File: src/rtl/paired_arith_pkg.sv
package paired_arith_pkg;
  typedef enum logic {
    OP_ADD = 1'b0,
    OP_SUB = 1'b1
  } op_e;

  // big-endian word w sits at this bit offset in a vector of n words
  function automatic int word_lsb(input int w, input int n, input int lane_w);
    return (n - 1 - w) * lane_w;
  endfunction
endpackage

File: src/rtl/lane_pass1.sv
module lane_pass1 #(
  parameter int LANE_W  = 32,
  parameter int N_LANES = 4,
  localparam int VEC_W  = LANE_W * N_LANES
) (
  input  logic [VEC_W-1:0]   a_i,
  input  logic [VEC_W-1:0]   b_i,
  input  logic               sub_i,
  output logic [VEC_W-1:0]   part_o,
  output logic [N_LANES-1:0] ind_o
);
  for (genvar l = 0; l < N_LANES; l++) begin : g_lane
    logic [LANE_W-1:0] b_eff;
    logic [LANE_W:0]   wide;
    assign b_eff = sub_i ? ~b_i[l*LANE_W +: LANE_W] : b_i[l*LANE_W +: LANE_W];
    assign wide  = {1'b0, a_i[l*LANE_W +: LANE_W]} + {1'b0, b_eff} + {{LANE_W{1'b0}}, sub_i};
    assign part_o[l*LANE_W +: LANE_W] = wide[LANE_W-1:0];
    // add: carry out; sub: 1 means no borrow
    assign ind_o[l] = wide[LANE_W];
  end
endmodule

File: src/rtl/carry_move.sv
module carry_move #(
  parameter int LANE_W  = 32,
  parameter int N_LANES = 4,
  localparam int VEC_W  = LANE_W * N_LANES,
  localparam int N_PAIRS = N_LANES / 2
) (
  input  logic [N_LANES-1:0] ind_i,
  input  logic               sub_i,
  output logic [VEC_W-1:0]   move_o
);
  import paired_arith_pkg::*;

  logic [N_LANES-1:0] bits;
  // a borrow is the complement of the no-borrow indicator
  assign bits = sub_i ? ~ind_i : ind_i;

  for (genvar p = 0; p < N_PAIRS; p++) begin : g_pair
    localparam int HI_W  = 2 * p;
    localparam int LO_W  = 2 * p + 1;
    localparam int HI_LS = word_lsb(HI_W, N_LANES, LANE_W);
    localparam int LO_LS = word_lsb(LO_W, N_LANES, LANE_W);
    // low word's carry goes up into the high word; the high word's own carry is dropped
    assign move_o[HI_LS +: LANE_W] = {{(LANE_W-1){1'b0}}, bits[LO_LS/LANE_W]};
    assign move_o[LO_LS +: LANE_W] = '0;
  end
endmodule

File: src/rtl/lane_pass2.sv
module lane_pass2 #(
  parameter int LANE_W  = 32,
  parameter int N_LANES = 4,
  localparam int VEC_W  = LANE_W * N_LANES
) (
  input  logic [VEC_W-1:0] part_i,
  input  logic [VEC_W-1:0] move_i,
  input  logic             sub_i,
  output logic [VEC_W-1:0] res_o
);
  for (genvar l = 0; l < N_LANES; l++) begin : g_lane
    assign res_o[l*LANE_W +: LANE_W] = sub_i
      ? part_i[l*LANE_W +: LANE_W] - move_i[l*LANE_W +: LANE_W]
      : part_i[l*LANE_W +: LANE_W] + move_i[l*LANE_W +: LANE_W];
  end
endmodule

File: src/rtl/dw_pair_addsub.sv
module dw_pair_addsub #(
  parameter int LANE_W  = 32,
  parameter int N_LANES = 4,
  localparam int VEC_W  = LANE_W * N_LANES
) (
  input  logic             clk_i,
  input  logic             rst_ni,
  input  logic             valid_i,
  input  logic             op_i,
  input  logic [VEC_W-1:0] a_i,
  input  logic [VEC_W-1:0] b_i,
  output logic             valid_o,
  output logic [VEC_W-1:0] res_o
);
  import paired_arith_pkg::*;

  op_e                op_in;
  logic               sub_in;
  logic [VEC_W-1:0]   part_d;
  logic [N_LANES-1:0] ind_d;
  logic [VEC_W-1:0]   move_d;

  assign op_in  = op_e'(op_i);
  assign sub_in = (op_in == OP_SUB);

  lane_pass1 #(.LANE_W(LANE_W), .N_LANES(N_LANES)) u_pass1 (
    .a_i(a_i), .b_i(b_i), .sub_i(sub_in), .part_o(part_d), .ind_o(ind_d)
  );

  carry_move #(.LANE_W(LANE_W), .N_LANES(N_LANES)) u_move (
    .ind_i(ind_d), .sub_i(sub_in), .move_o(move_d)
  );

  // stage 1 register: partial result and moved carries
  logic             s1_valid;
  logic             s1_sub;
  logic [VEC_W-1:0] s1_part;
  logic [VEC_W-1:0] s1_move;

  always_ff @(posedge clk_i or negedge rst_ni) begin
    if (!rst_ni) begin
      s1_valid <= 1'b0;
      s1_sub   <= 1'b0;
      s1_part  <= '0;
      s1_move  <= '0;
    end else begin
      s1_valid <= valid_i;
      if (valid_i) begin
        s1_sub  <= sub_in;
        s1_part <= part_d;
        s1_move <= move_d;
      end
    end
  end

  logic [VEC_W-1:0] fix_d;

  lane_pass2 #(.LANE_W(LANE_W), .N_LANES(N_LANES)) u_pass2 (
    .part_i(s1_part), .move_i(s1_move), .sub_i(s1_sub), .res_o(fix_d)
  );

  always_ff @(posedge clk_i or negedge rst_ni) begin
    if (!rst_ni) begin
      valid_o <= 1'b0;
      res_o   <= '0;
    end else begin
      valid_o <= s1_valid;
      if (s1_valid) res_o <= fix_d;
    end
  end
endmodule

File: config.mk
export PLATFORM = sky130hd
export DESIGN_NAME = dw_pair_addsub
export DESIGN_NICKNAME = d
export VERILOG_FILES = /design/src/rtl/paired_arith_pkg.sv /design/src/rtl/lane_pass1.sv /design/src/rtl/carry_move.sv /design/src/rtl/lane_pass2.sv /design/src/rtl/dw_pair_addsub.sv
export SDC_FILE = /design/constraint.sdc
export NUM_CORES = 1
export LEC_CHECK = 0
export CAP_MARGIN = 30
export CORE_MARGIN = 2
export CORE_UTILIZATION = 41
export DETAILED_ROUTE_END_ITERATION = 8
export PLACE_DENSITY = 0.65
export SKIP_CTS_REPAIR_TIMING = 1
export SYNTH_ARGS = -nofsm -noshare
export SYNTH_HDL_FRONTEND = slang
export SYNTH_SLANG_ARGS = --single-unit
File: constraint.sdc
create_clock -name clk_i -period 10.4 [get_ports clk_i]
set_input_delay 1.56 -clock clk_i [delete_from_list [all_inputs] [get_ports clk_i]]
set_output_delay 1.56 -clock clk_i [all_outputs]
set_load 0.01 [all_outputs]
==> results.md <==
- Hold Path Stages: 1
- Chip width: 229 microns
- Peak clock frequency supported by timing: 189 MHz
- Final weighted congestion in routability-driven placement: 0.941
- Synthesized netlist net count: 2658
- Status: complete, no violations
- Path depth of the worst reg2reg path: 12
- Arrival time reported for the critical path endpoint: 5.74 ns
- TritonCTS clock tree: done
- Post-Synthesis Cell Area: 20700 sq um
- Worst Setup Start Kind: input pin
- Number of storage elements in the synthesis netlist: 261
- Worst reg2reg setup slack: 6.37 ns
- Sequential area share after synthesis: 31.5%
- Synthesized area per cell: 9.40 sq um
- DRT Pass-1 Iters: 5
- Standby leakage power: 11.4 nW
- Number of antenna violations at the first check in global routing: 5
- Die Area: 52400 sq um
- Setup Viol. Count Final: 0
- Post-route non-filler standard cell count: 3253
- Top post-synthesis cells by area: dfrtp_1 (32%), ha_1 (11%), mux2_2 (10%)
- Cells traversed along the worst timing path: clkbuf_8, buf_4, xor2_1, inv_1, fa_1, nor2b_1, o21a_1, o21ai_1, a21oi_1, a31oi_1, o22a_1, a2111oi_0, nor3_1, o31ai_1
- Number of vias per cell: 5.58
- Global-route wire length before repair: 99200 microns
- Total Neg Setup Slack: 0 ns
- Worst path required time: 10.85 ns
- Most used flip-flop cell after synthesis: dfrtp_1
- Top-area cell type share of the netlist area: 31.5%
- Number of buffers on the longest clock path: 3
- Crit Path Class: in2reg
- Starting utilization of the core area: 41.4%
- Latest clock arrival within the worst-skew pair: 0.55 ns
- Cell chosen for the clock root: clkbuf_16
- Post-detailed-route wirelength per cell: 19.2 microns
- Distinct cell type count of the synthesized netlist: 74
- Most frequent standard cell in the layout excluding fill and tap cells: clkdlybuf4s50_1
- Worst hold path type: reg2reg
- # rows: 82
- Chip Height: 229 microns
- Total I/O pin count: 389
- Count of maximum capacitance violations: 0
- Maximum number of pins on one net before global-route repair: 79
- Number of flops mapped to enable cells by yosys: 0
- Post-synthesis async set-or-reset flop share: 100%
- Count of filler cells inserted in the layout: 4638
- Hold Violations, Final: 0
- H-tree depth: 2
- Setup WS post-layout: 5.11 ns
- Post-Synthesis Cells: 2206
- Dpl hpwl: 47300 microns
- Final worst-path cycle share: 50.9%
- Via count of the first global-routing pass: 18100
- Drt drc: 0
- Power density normalized to cell area: 222 nW/um^2
- Placed standard-cell area: 25200 sq um
- Transition time of the tightest slew-check pin: 0.963 ns
- Total number of clock tree sinks: 261
- Via count of the routed design: 18200
- Maximum ir drop on the vdd rail: 134 uV
- Number of buffers inserted by port buffering: 388
- Number of buffers added by the clock tree synthesis step: 35
- Area growth from synthesis to layout: 27.5%
- Clock edge transition at the registers on the reported setup and hold paths: 0.05 ns
- Minimum clock period after layout: 5.29 ns
- Min-Delay Startpoint: s1_part[29]
- Post-route cell area: 26400 sq um
- Standard cell core area: 50100 sq um
- Reg2Reg Launch Point: s1_move[32]
- Cell with the biggest individual delay on the critical path: buf_4
- Max-slew headroom at the worst pin: 35.8%
- Total number of nets in the final design: 3003
- Longest individual stage delay on the worst path: 0.79 ns
- Storage element area: 6540 sq um
- Final slew viol count: 0
- Capture point of the worst reg-to-reg path: res_o[57]
- Setup repair after global routing missed its margin: false
- Overflow left after global routing: 0
- Aggregate global-route resource usage: 23.4%
- Multi-input gate area: 13600 sq um
- Biggest fanout along the worst timing path: 56
- Final core utilization: 52.8%
- YS warnings: 0
- Hold path endpoint: s1_part[29]
- Number of placed cells counting well taps: 3184
- Endpoint class of the critical path: register
- Leading cell types in the layout, fill and taps excluded: clkdlybuf4s50_1 (385), dfrtp_1 (260), mux2_2 (191)
- Post-detailed-routing wire length: 62400 microns
- DRT iter0 DRCs: 1134
- Number of nets still failing antenna checks after routing: 0
- Clock tree skew after final layout: 0.0147 ns
- Share of final-layout standard cells stronger than drive strength 1: 11.4%
- Setup WS pre-CTS: 4.60 ns
- Top cell type by total area after synthesis: dfrtp_1
-- cell type report --
class | instances | area share (%)
diodes | 4 | 0.0379
clock buffers | 43 | 3.66
clock inverters | 20 | 0.781
inverters | 72 | 1.02
multi-input cells | 1780 | 51.3
flip-flops and latches | 261 | 24.7
well taps | 672 | 3.18
repair buffers | 401 | 15.3
-- per-layer routing --
metal,routed length [microns],vias up,track usage [%]
met4,1890,2,8.42
met3,2870,98,3.48
met5,13,-,0
met2,29700,482,39.3
li1,-,8761,-
met1,27900,8822,30.7
-- critical path: cells and delay by family --
family                     cells  cell delay, ns
and+or+nand+nor                2            0.23
xor gates and xnor gates       1            0.29
buffers and inverters          3            1.24
adders and majority gates      1            0.43
AOI/OAI and AO/OA              7            1.90
-- metrics by stage --
stage	hold slack [ns]	power [W]
floorplan	0.429	0.00351
finish	0.480	0.00587
global route	0.513	0.00629
global placement	0.466	0.00458
detailed placement	0.469	0.00462
CTS	0.487	0.00591
-- power breakdown --
group | switching [W] | internal (W) | leakage (nW)
Clock | 0.000496 | 0.000741 | 0.570
Combinational | 0.00149 | 0.00151 | 7.80
Sequential | 0.000235 | 0.00140 | 3.06
Total | 0.00222 | 0.00365 | 11.4
-- sequential cells by signal, summed over array words and instances (netlist names) --
signal,cells
s1_part,128
s1_move,2
s1_sub,1
s1_valid,1
valid_o,1
res_o,128
-- worst max path at each step --
stage               start  slack (ns)      endpoint
finish               op_i        5.11   s1_part[26]
global route         op_i        4.88  s1_part[122]
CTS                  op_i        5.17   s1_part[26]
detailed placement   op_i        4.60   s1_part[26]
global placement     op_i        4.78  s1_part[122]
floorplan            op_i        5.42   s1_part[57]
-- synth_stat cells (6+ instances only) --
library cell	number
a211oi_1	19
a21boi_0	7
a21o_1	106
a21oi_1	184
a221oi_1	10
a31o_2	11
a31oi_1	35
and3_1	28
and4_1	6
buf_1	15
clkbuf_1	76
dfrtp_1	261
fa_1	6
ha_1	186
inv_1	70
mux2_2	191
mux2i_1	6
nand2_1	141
nand2b_1	19
nand3_1	56
nand4_1	21
nand4b_1	6
nor2_1	113
nor2b_1	23
nor3_1	37
nor4_1	9
o2111ai_1	6
o211ai_1	17
o21a_1	30
o21ai_0	77
o21bai_1	28
o221ai_1	7
o31a_1	6
o31ai_1	23
or2_2	6
or3_1	14
xnor2_1	109
xor2_1	162
-- cell families after synthesis --
family / after synthesis / synth area share, %
XOR/XNOR: 271 / 11.4
AO/OA/AOI/OAI: 619 / 19.8
AND/OR/NAND/NOR: 501 / 11.8
multiplexers: 197 / 10.7
buffers and inverters: 165 / 3.04
adder cells (fa/ha/maj): 192 / 11.8
flip-flops: 261 / 31.5
(Power assumes the default switching activity.)
